`config.mk`:
```
export PLATFORM = sky130hd
export DESIGN_NAME = hz_ctl_top
export DESIGN_NICKNAME = d
export VERILOG_FILES = /design/src/rtl/hz_pkg.sv /design/src/rtl/hz_fwd_unit.sv /design/src/rtl/hz_load_use.sv /design/src/rtl/hz_branch_ctl.sv /design/src/rtl/hz_ctl_top.sv
export SDC_FILE = /design/constraint.sdc
export NUM_CORES = 1
export LEC_CHECK = 0
export CAP_MARGIN = 0
export CORE_ASPECT_RATIO = 2
export CORE_MARGIN = 2
export CORE_UTILIZATION = 25
export DETAILED_ROUTE_END_ITERATION = 8
export MAX_ROUTING_LAYER = met4
export PLACE_DENSITY = 0.69
export SYNTH_ARGS = -nofsm -noshare
export SYNTH_HDL_FRONTEND = slang
export SYNTH_SLANG_ARGS = --single-unit
```
`constraint.sdc`:
```
create_clock -name vclk -period 4.3
set_clock_uncertainty 0.05 [all_clocks]
set_input_delay 0.645 -clock vclk [all_inputs]
set_output_delay 0.645 -clock vclk [all_outputs]
set_load 0.02 [all_outputs]
```
`src/rtl/hz_pkg.sv`:
```
package hz_pkg;
  typedef enum logic [1:0] {
    FWD_RF  = 2'b00,
    FWD_WB  = 2'b01,
    FWD_MEM = 2'b10
  } fwd_sel_e;

  // Bytes from a branch to the first instruction after its delay slot.
  localparam int unsigned SLOT_SKIP_BYTES = 8;
  // Operands read by the execute stage.
  localparam int unsigned NUM_OPERANDS = 2;
endpackage

```
`src/rtl/hz_fwd_unit.sv`:
```
module hz_fwd_unit
  import hz_pkg::*;
#(
  parameter int unsigned REG_AW = 5
) (
  input  logic              clk,
  input  logic              rst,
  input  logic [REG_AW-1:0] src,
  input  logic [REG_AW-1:0] mem_rd,
  input  logic              mem_we,
  input  logic [REG_AW-1:0] wb_rd,
  input  logic              wb_we,
  output logic [1:0]        sel
);
  localparam logic [REG_AW-1:0] ZERO_REG = '0;

  logic src_live;
  logic mem_hit;
  logic wb_hit;

  always_comb begin
    src_live = (src != ZERO_REG);
    mem_hit  = src_live && mem_we && (mem_rd == src);
    wb_hit   = src_live && wb_we && (wb_rd == src);
    if (mem_hit)     sel = FWD_MEM;
    else if (wb_hit) sel = FWD_WB;
    else             sel = FWD_RF;
  end

  // the youngest producer wins
  a_r1_mem_first: assert property (@(posedge clk) disable iff (rst)
    (mem_we && mem_rd == src && src != '0) |-> sel == 2'b10);
  // writeback used only without a memory-stage match
  a_r2_wb_second: assert property (@(posedge clk) disable iff (rst)
    (!(mem_we && mem_rd == src) && wb_we && wb_rd == src && src != '0) |-> sel == 2'b01);
  // register zero reads the file
  a_r3_zero_src: assert property (@(posedge clk) disable iff (rst)
    (src == '0) |-> sel == 2'b00);
endmodule

```
`src/rtl/hz_load_use.sv`:
```
module hz_load_use
  import hz_pkg::*;
#(
  parameter int unsigned REG_AW = 5,
  parameter int unsigned NSRC   = NUM_OPERANDS
) (
  input  logic                       clk,
  input  logic                       rst,
  input  logic [NSRC-1:0][REG_AW-1:0] id_src,
  input  logic [NSRC-1:0]            id_use,
  input  logic [REG_AW-1:0]          ex_rd,
  input  logic                       ex_mem_read,
  output logic                       hazard
);
  logic [NSRC-1:0] hit;
  logic            load_live;

  assign load_live = ex_mem_read && (ex_rd != '0);

  for (genvar g = 0; g < NSRC; g++) begin : g_src
    assign hit[g] = load_live && id_use[g] && (id_src[g] == ex_rd);
  end

  assign hazard = |hit;

  // no load, or load to register zero, never stalls
  a_r10_no_load_no_stall: assert property (@(posedge clk) disable iff (rst)
    (!ex_mem_read || ex_rd == '0) |-> !hazard);
  // sources not read never stall
  a_r10_unused_src: assert property (@(posedge clk) disable iff (rst)
    (id_use == '0) |-> !hazard);
endmodule

```
`src/rtl/hz_branch_ctl.sv`:
```
module hz_branch_ctl
  import hz_pkg::*;
#(
  parameter int unsigned PC_W = 32
) (
  input  logic            clk,
  input  logic            rst,
  input  logic            id_is_branch,
  input  logic [PC_W-1:0] id_target,
  input  logic            ex_is_branch,
  input  logic            ex_taken,
  input  logic [PC_W-1:0] ex_pc,
  input  logic [PC_W-1:0] ex_target,
  input  logic            stall,
  output logic            pc_load,
  output logic [PC_W-1:0] pc_target,
  output logic            pc_we,
  output logic            flush
);
  localparam logic [PC_W-1:0] SKIP = PC_W'(SLOT_SKIP_BYTES);

  logic [PC_W-1:0] fall_thru;
  logic            mispredict;
  logic            predict;

  always_comb begin
    fall_thru  = ex_pc + SKIP;
    mispredict = ex_is_branch && !ex_taken && (ex_target != fall_thru);
    predict    = id_is_branch && !stall;
    pc_load    = mispredict || predict;
    pc_target  = mispredict ? fall_thru : id_target;
    pc_we      = !stall || mispredict;
    flush      = mispredict && !stall;
  end

  // a wrong guess repairs to the instruction after the slot
  a_r6_repair_addr: assert property (@(posedge clk) disable iff (rst)
    (ex_is_branch && !ex_taken && ex_target != ex_pc + SKIP)
      |-> (pc_load && pc_target == ex_pc + SKIP));
  // a taken branch never squashes
  a_r7_taken_quiet: assert property (@(posedge clk) disable iff (rst)
    (ex_is_branch && ex_taken) |-> !flush);
  // prediction loads the decode target
  a_r5_predict: assert property (@(posedge clk) disable iff (rst)
    (id_is_branch && !stall && !ex_is_branch) |-> (pc_load && pc_target == id_target));
endmodule

```
`src/rtl/hz_ctl_top.sv`:
```
module hz_ctl_top
  import hz_pkg::*;
#(
  parameter int unsigned REG_AW = 5,
  parameter int unsigned PC_W   = 32
) (
  input  logic              clk,
  input  logic              rst,
  input  logic [REG_AW-1:0] id_rs1,
  input  logic [REG_AW-1:0] id_rs2,
  input  logic              id_use_rs1,
  input  logic              id_use_rs2,
  input  logic              id_is_branch,
  input  logic [PC_W-1:0]   id_br_target,
  input  logic [REG_AW-1:0] ex_rs1,
  input  logic [REG_AW-1:0] ex_rs2,
  input  logic [REG_AW-1:0] ex_rd,
  input  logic              ex_mem_read,
  input  logic              ex_is_branch,
  input  logic              ex_br_taken,
  input  logic [PC_W-1:0]   ex_pc,
  input  logic [PC_W-1:0]   ex_br_target,
  input  logic [REG_AW-1:0] mem_rd,
  input  logic              mem_reg_write,
  input  logic [REG_AW-1:0] wb_rd,
  input  logic              wb_reg_write,
  output logic [1:0]        fwd_a,
  output logic [1:0]        fwd_b,
  output logic              stall,
  output logic              idex_bubble,
  output logic              ifid_write_en,
  output logic              pc_write_en,
  output logic              pc_redirect,
  output logic [PC_W-1:0]   pc_target,
  output logic              ifid_flush
);
  localparam int unsigned NOPS = NUM_OPERANDS;

  logic [NOPS-1:0][REG_AW-1:0] ex_src;
  logic [NOPS-1:0][1:0]        ex_sel;
  logic [NOPS-1:0][REG_AW-1:0] id_src;
  logic [NOPS-1:0]             id_use;
  logic                        hazard;

  assign ex_src = {ex_rs2, ex_rs1};
  assign id_src = {id_rs2, id_rs1};
  assign id_use = {id_use_rs2, id_use_rs1};

  for (genvar g = 0; g < NOPS; g++) begin : g_op
    hz_fwd_unit #(.REG_AW(REG_AW)) u_fwd (
      .clk    (clk),
      .rst    (rst),
      .src    (ex_src[g]),
      .mem_rd (mem_rd),
      .mem_we (mem_reg_write),
      .wb_rd  (wb_rd),
      .wb_we  (wb_reg_write),
      .sel    (ex_sel[g])
    );
  end

  assign fwd_a = ex_sel[0];
  assign fwd_b = ex_sel[1];

  hz_load_use #(.REG_AW(REG_AW), .NSRC(NOPS)) u_lu (
    .clk         (clk),
    .rst         (rst),
    .id_src      (id_src),
    .id_use      (id_use),
    .ex_rd       (ex_rd),
    .ex_mem_read (ex_mem_read),
    .hazard      (hazard)
  );

  assign stall         = hazard;
  assign idex_bubble   = hazard;
  assign ifid_write_en = !hazard;

  hz_branch_ctl #(.PC_W(PC_W)) u_br (
    .clk          (clk),
    .rst          (rst),
    .id_is_branch (id_is_branch),
    .id_target    (id_br_target),
    .ex_is_branch (ex_is_branch),
    .ex_taken     (ex_br_taken),
    .ex_pc        (ex_pc),
    .ex_target    (ex_br_target),
    .stall        (hazard),
    .pc_load      (pc_redirect),
    .pc_target    (pc_target),
    .pc_we        (pc_write_en),
    .flush        (ifid_flush)
  );

  // a stall bubbles execute and freezes decode
  a_r4_stall_freeze: assert property (@(posedge clk) disable iff (rst)
    stall |-> (idex_bubble && !ifid_write_en));
  // the frozen delay slot is never squashed
  a_r8_no_flush_in_stall: assert property (@(posedge clk) disable iff (rst)
    ifid_flush |-> !stall);
  // the PC moves during a stall only for a repair
  a_r8_pc_frozen: assert property (@(posedge clk) disable iff (rst)
    (stall && !ifid_flush && pc_write_en) |-> (ex_is_branch && !ex_br_taken));
endmodule

```
---- Word level (Yosys, flattened, before mapping) ----
Index checks and enable logic that the tools add are counted.
word-level totals
  register bits ........................... 0
  bits of input ports ..................... 141
  output and inout port bits .............. 42
  logic and storage cells ................. 38
cells by class
  $add $sub $neg .......................... 1
  equality and inequality tests ........... 7
  muxes and demuxes ....................... 5
  reduce and logical (&&, ||, !) cells .... 25
operator list
  cell                     number
  $add A32 B4 Y32 const B  1
  $mux W32                 1
  $ne A32 B32 Y1           1
  $eq A5 B5 Y1             6
  $logic_and A1 B1 Y1      17
  $reduce_bool A5 Y1       3
  $mux W2                  2
  $logic_not A1 Y1         2
  $logic_or A1 B1 Y1       2
  $mux W1                  2
  $reduce_or A2 Y1         1

---- Longest topological paths before layout ----
Gate-level depths: netlist (run 1).
  depth in word-level cells ............... 8
  gate-level depth with buffers ........... 10

---- By module ----
A second synthesis (run 1) with hierarchy kept.
unflattened totals
  cells, all modules ...................... 281
  area, all modules ....................... 2,312.2 µm²
modules (own cells, without submodules)
  module         instances  cells each  area each (µm²)  sequential area each (µm²)
  hz_branch_ctl  1          224         1,874.3          0.0
  hz_fwd_unit    2          19          146.4            0.0
  hz_load_use    1          17          133.9            0.0
  hz_ctl_top     1          2           11.3             0.0

---- Worst setup path before layout (run 1) ----
OpenSTA, ideal clock, no wires.
  kind .................................... input to output
  from .................................... in ex_pc[3]
  to ...................................... out pc_target[16]
  arrival ................................. 3.527 ns
  data required time ...................... 3.605 ns
  path slack .............................. 0.078 ns
  stages on the path ...................... 10
  path buffers ............................ 1
  cell sequence ........................... ha_1 > nand4_1 > or3_1 > xor2_1 > a221o_1 > or4_4 > nor4_4 > a311oi_4 > buf_6 > mux2i_1
between the ends
  longest elaborated chain between the ends .. 4
ends and longest elaborated chain
  what                 RTL line             RTL
  from (decl)          hz_ctl_top.sv:21     input logic [PC_W-1:0] ex_pc,
  $add A32 B4 Y32 (*)  hz_branch_ctl.sv:27  fall_thru = ex_pc + SKIP;
  $ne A32 B32 Y1       hz_branch_ctl.sv:28  mispredict = ex_is_branch && !ex_taken && (ex_target != fall_thru);
  $logic_and A1 B1 Y1  hz_branch_ctl.sv:28
  $mux W32 (*)         hz_branch_ctl.sv:31  pc_target = mispredict ? fall_thru : id_target;
  to (decl)            hz_ctl_top.sv:34     output logic [PC_W-1:0] pc_target,
Mark *: on every way between the ends. The rest lies on a longest branch, timed or not.

---- Final worst setup path (run 1) ----
  from .................................... in ex_pc[3]
  to ...................................... out pc_target[20]
Same word-level chain as after synthesis.

==> results of run 1 <==
routing by layer:
metal / vias up / global-route usage / wire [um]
met5: - / - / 0
met4: 0 / 0.108 / 761
met3: 52 / 0.0135 / 548
met2: 161 / 0.468 / 7080
met1: 1569 / 0.202 / 3590
li1: 1649 / - / -
through the flow:
| stage | instances | worst slack, ns |
|---|---|---|
| after floorplan | 299 | 0.0775 |
| after detailed placement | 659 | -0.926 |
| after global placement | 659 | -0.860 |
| after CTS | 673 | -0.157 |
| after global routing | 675 | -0.124 |
| final | 675 | -0.0220 |
layout by cell type (no fill, tap or decap), types with 9 or more instances in the layout:
| cell type | Yosys | final |
|---|---|---|
| a21oi_1 | 9 | 9 |
| buf_4 | 3 | 96 |
| buf_6 | 3 | 35 |
| clkdlybuf4s50_1 | 0 | 117 |
| dlygate4sd2_1 | 0 | 14 |
| inv_1 | 14 | 14 |
| mux2_4 | 21 | 23 |
| nand2_1 | 11 | 10 |
| nand3_1 | 20 | 17 |
| nand4_1 | 16 | 16 |
| nor2_1 | 15 | 12 |
| xnor2_1 | 47 | 44 |
| xor2_1 | 32 | 30 |
repair_timing:
action / in CTS / in global routing
setup buffers: 11 / 3
setup endpoints to repair: 35 / 35
cloned: 3 / 1
gates resized for setup: 261 / 45
pin swaps: 21 / 18
endpoints found under the hold margin: 0 / 0
cells by family (layout without fill, tap and decap cells):
family,Yosys count,in the layout,share of synthesized area
XOR/XNOR,82,82,0.320
adder cells (fa/ha/maj),1,1,0.00527
AND/OR/NAND/NOR,116,116,0.299
AO/OA/AOI/OAI,35,35,0.112
multiplexers,37,37,0.204
buffers and inverters,28,300,0.0606
power groups by stage:
stage	combinational [uW]	sequential (uW)	clock [uW]
2_1_floorplan	190	0	0
3_3_place_gp	460	0	0
3_5_place_dp	467	0	0
4_1_cts	491	0	0
5_1_grt	535	0	0
6_report	506	0	0
layout make-up:
type | instances | area (um^2) | share of cell area
repair buffers | 286 | 2700 | 0.508
inverters | 14 | 52.6 | 0.00990
multi-input cells | 271 | 2430 | 0.458
well taps | 104 | 130 | 0.0245
Yosys cell counts (2+ instances only):
cell type,count
xnor3_1,3
a21oi_1,9
mux2_4,21
buf_6,3
and2_1,4
or3_1,3
and4_1,2
nor4_4,2
o2111ai_1,2
o21ai_0,5
a31oi_1,2
nor3_1,10
buf_2,4
mux2_2,7
xor2_1,32
nand2b_1,5
a211oi_1,2
buf_4,3
clkbuf_1,4
inv_1,14
nand2_1,11
or4_1,3
xnor2_1,47
mux2i_1,9
nor4_1,8
nand3_1,20
and3_1,6
nor2_1,15
nand4_1,16
nor4_2,2
nand3_2,2
final timing paths:
| path | from | to | slack (ns) | depth (start not counted) |
|---|---|---|---|---|
| worst max-delay path | ex_pc[3] | pc_target[20] | -0.02 | 14 |
| worst min-delay path | ex_pc[3] | pc_target[3] | 1.67 | 4 |
==> reports/qor.yml, run 1 <==
status: "complete, but fails checks"
violations: "negative setup slack"
synthToLayoutAreaGrowth_pct: 123
fp-row-count: 50
placedInstanceArea_mm2: 0.00491
synth_area_leader_cell: "xnor2_1"
p_per_area_mw_per_mm2: 95.4
path_max_fanout: 5
path_cells: "buf_8 > ha_4 > nand4_1 > buf_4 > nor4_4 > nand3_2 > a2111o_1 > or4_4 > nor4_4 > a311oi_4 > buf_6 > buf_12 > mux2_4 > buf_6"
die_x_um: 72.9
rsz0062_at_grt: "yes"
fmax_mhz: 231
grt_max_degree: 12
drc: 0
yosysWarnings: 0
fillCellCount: 839
ios: 183
syn-num-nets: 441
antenna_cells: 0
synthCells: 299
via_count: 3431
clock_buffers: 0
ctsHoldBuffers: 0
dpl.hpwl_mm: 10.0
pwr-share-seq: 0
yosys-top-cells-area: "xnor2_1 (17%), mux2_4 (13%), xor2_1 (12%), nand3_1 (4.2%), nand4_1 (4.2%)"
synth_area_mm2: 0.00238
fin_util: 0.570
startpoint_type: "primary input"
power_switching_share: 0.410
critical_path_buf_inv_count: 5
crit_arrival_ns: 3.63
ant_nets: 0
wl_per_cell_um: 17.7
design_area_mm2: 0.00531
seq_area_frac_synth: 0
end_kind: "output port"
internal_power_uw: 299
place_congestion: 0.960
initial_core_util: 0.255
first_global_vias: 3773
p_leak_uw: 0.00229
drv_cap: 0
slew_violations: 0
dieHeight_um: 142
drt_iter0_drc: 143
finalCriticalPeriod_ns: 4.32
seq_cell_count: 0
synthDistinctLibCells: 54
io_buffers: 181
relSlewSlack: 0.672
power.switching_uw: 208
regArea_um2: 0
setup_violations: 21
die_area_mm2: 0.0103
timing.final.ws_setup_ns: -0.0220
core_area_mm2: 0.00932
pwr-share-clk: 0
antenna_found_initial: 0
hold_viol: 0
hp-class: "primary input to output port"
yosys.area.top_type_share: 0.173
whs_ns: 1.67
critical_path.max_stage_delay_ns: 0.44
timing_worst_slew_pin_value_ns: 0.488
worstSetupPathType: "primary input to output port"
vdd_drop_max_mv: 0.0408
cpMaxStageDelayCell: "a2111o_1"
first_pass_iters: 6
grt_overflow: 0
grt_first_pass_wirelength_mm: 18.1
required_ns: 3.61
period_share: 1.01
setup_tns_ns: -0.219
synth.avg_cell_area_um2: 7.95
grt_usage: 0.231
crit_family: "simple AND/OR/NAND/NOR gates"
final_layout_size_suffix_gt1_frac: 0.375
combPwrFrac: 1.000
fin_nets: 715
drt_wl_total_mm: 12.0
viasPerCell: 5.08
power_uw: 506
(Power assumes the default switching activity.)
==> inputs of run 2 (changes only) <==
--- a/config.mk
+++ b/config.mk
@@ -11,7 +11,7 @@
 export CORE_UTILIZATION = 25
 export DETAILED_ROUTE_END_ITERATION = 8
 export MAX_ROUTING_LAYER = met4
-export PLACE_DENSITY = 0.69
+export PLACE_DENSITY = 0.63
 export SYNTH_ARGS = -nofsm -noshare
 export SYNTH_HDL_FRONTEND = slang
 export SYNTH_SLANG_ARGS = --single-unit
==> constraint.sdc (replaced) <==
create_clock -name vclk -period 5.4
set_clock_uncertainty 0.05 [all_clocks]
set_input_delay 0.81 -clock vclk [all_inputs]
set_output_delay 0.81 -clock vclk [all_outputs]
set_load 0.02 [all_outputs]
==> run 2 against run 1 <==
  * Final area shrank 14%
  * Die area is the same
  * Non-clock buffer count shrank 60
  * The run now ends clean
  * Cell count shrank 8.9%
  * Sequential share of layout area is the same
  * Utilization shrank 7.9 points
  * Clock-buffer cell count is the same
  * Critical path type unchanged
  * Power shrank 32%
==> reports/qor.yml, run 2 (same netlist as run 1, synthesis figures left out) <==
status: "completed"
pwr-share-clk: 0
critical_path.max_stage_delay_ns: 0.54
drc: 0
first_pass_iters: 4
rsz0062_at_grt: "yes"
fp-row-count: 50
seq_cell_count: 0
final_common_cell: "clkdlybuf4s50_1"
via_count: 3158
hp-class: "primary input to output port"
final_cell_mix: "clkdlybuf4s50_1 (146), xnor2_1 (46), buf_4 (43), xor2_1 (31), mux2_4 (21)"
vdd_drop_max_mv: 0.0407
required_ns: 4.54
final_layout_size_suffix_gt1_frac: 0.182
p_leak_uw: 0.00180
internal_power_uw: 200
combPwrFrac: 1.000
end_kind: "output port"
drv_cap: 0
drt_iter0_drc: 113
first_global_vias: 3296
core_area_mm2: 0.00932
hold_viol: 0
path_cells: "clkdlybuf4s50_1 > ha_2 > nand4_1 > or3_4 > xor2_1 > a221o_1 > or4_4 > nor4_4 > a311oi_4 > buf_12 > mux2_2 > dlygate4sd2_1"
dp_slack_ns: -0.230
synthToLayoutAreaGrowth_pct: 92.4
fin_nets: 655
grt_overflow: 0
pwr-share-seq: 0
path_max_fanout: 30
ant_nets: 0
ctsHoldBuffers: 0
timing.final.ws_setup_ns: 0.117
antenna_cells: 0
initial_core_util: 0.255
crit_arrival_ns: 4.42
startpoint_type: "primary input"
period_share: 0.978
power_uw: 344
finalCriticalPeriod_ns: 5.28
grt_max_degree: 31
die_area_mm2: 0.0103
placedInstanceArea_mm2: 0.00458
grt_usage: 0.195
dieHeight_um: 142
setup_violations: 0
grt_first_pass_wirelength_mm: 15.4
regArea_um2: 0
clock_buffers: 0
p_per_area_mw_per_mm2: 75.3
fmax_mhz: 189
die_x_um: 72.9
relSlewSlack: 0.715
place_congestion: 0.935
dpl.hpwl_mm: 9.28
cpMaxStageDelayCell: "or4_4"
design_area_mm2: 0.00457
drt_wl_total_mm: 10.4
timing_worst_slew_pin_value_ns: 0.424
antenna_found_initial: 0
ios: 183
worstSetupPathType: "primary input to output port"
wl_per_cell_um: 16.9
viasPerCell: 5.13
power.switching_uw: 144
power_switching_share: 0.420
slew_violations: 0
io_buffers: 181
[run 2: cell types whose count changed in the layout (fill, tap and decap cells not counted), sizes merged]
cell,before,now
buf,141,45
clkdlybuf4s50,117,146
clkdlybuf4s15,3,15
dlymetal6s2s,4,0
clkbuf,7,4
dlygate4sd2,14,16
[run 2: timing repair]
action,in CTS,in global routing
cloned,0,0
pin swaps,0,1
endpoints found under the setup margin,35,35
gates resized for setup,37,28
setup buffers,0,0
[run 2: power by group through the flow]
| stage | combinational (uW) | sequential, uW | clock, uW |
|---|---|---|---|
| 4_1_cts | 344 | 0 | 0 |
| 3_5_place_dp | 356 | 0 | 0 |
| 3_3_place_gp | 353 | 0 | 0 |
| 6_report | 344 | 0 | 0 |
| 5_1_grt | 365 | 0 | 0 |
| 2_1_floorplan | 151 | 0 | 0 |
[run 2: layout make-up]
| cell class | instances | area (um^2) |
|---|---|---|
| fillers | 920 | 4750 |
| inverters | 14 | 52.6 |
| multi-input cells | 271 | 2260 |
| well taps | 104 | 130 |
| repair buffers | 226 | 2130 |
[run 2: per-layer routing]
layer	GRT usage	wire (um)
met4	0.0994	560
met3	0.0135	438
met5	-	0
met1	0.163	3210
met2	0.401	6200
[run 2: final timing paths]
kind	start	end	slack, ns	cells past startpoint
worst max-delay path	ex_pc[3]	pc_target[4]	0.12	12
worst min-delay path	id_br_target[13]	pc_target[13]	2.31	3
[run 2: critical path, delay by kind of cell]
family                     cells  cell delay, ns
muxes                          1            0.29
and+or+nand+nor                4            1.38
xor gates and xnor gates       1            0.15
buffers and inverters          3            1.03
AOI/OAI and AO/OA              2            0.55
adders and majority gates      1            0.19
[run 2: stage by stage]
step / hold WS, ns / setup TNS [ns] / cells / util
3_3_place_gp: 2.60 / -5.55 / 615 / 0.491
4_1_cts: 2.39 / 0 / 615 / 0.488
6_report: 2.31 / 0 / 615 / 0.490
5_1_grt: 2.33 / -0.109 / 615 / 0.490
2_1_floorplan: 1.70 / 0 / 299 / -
3_5_place_dp: 2.60 / -6.42 / 615 / 0.491
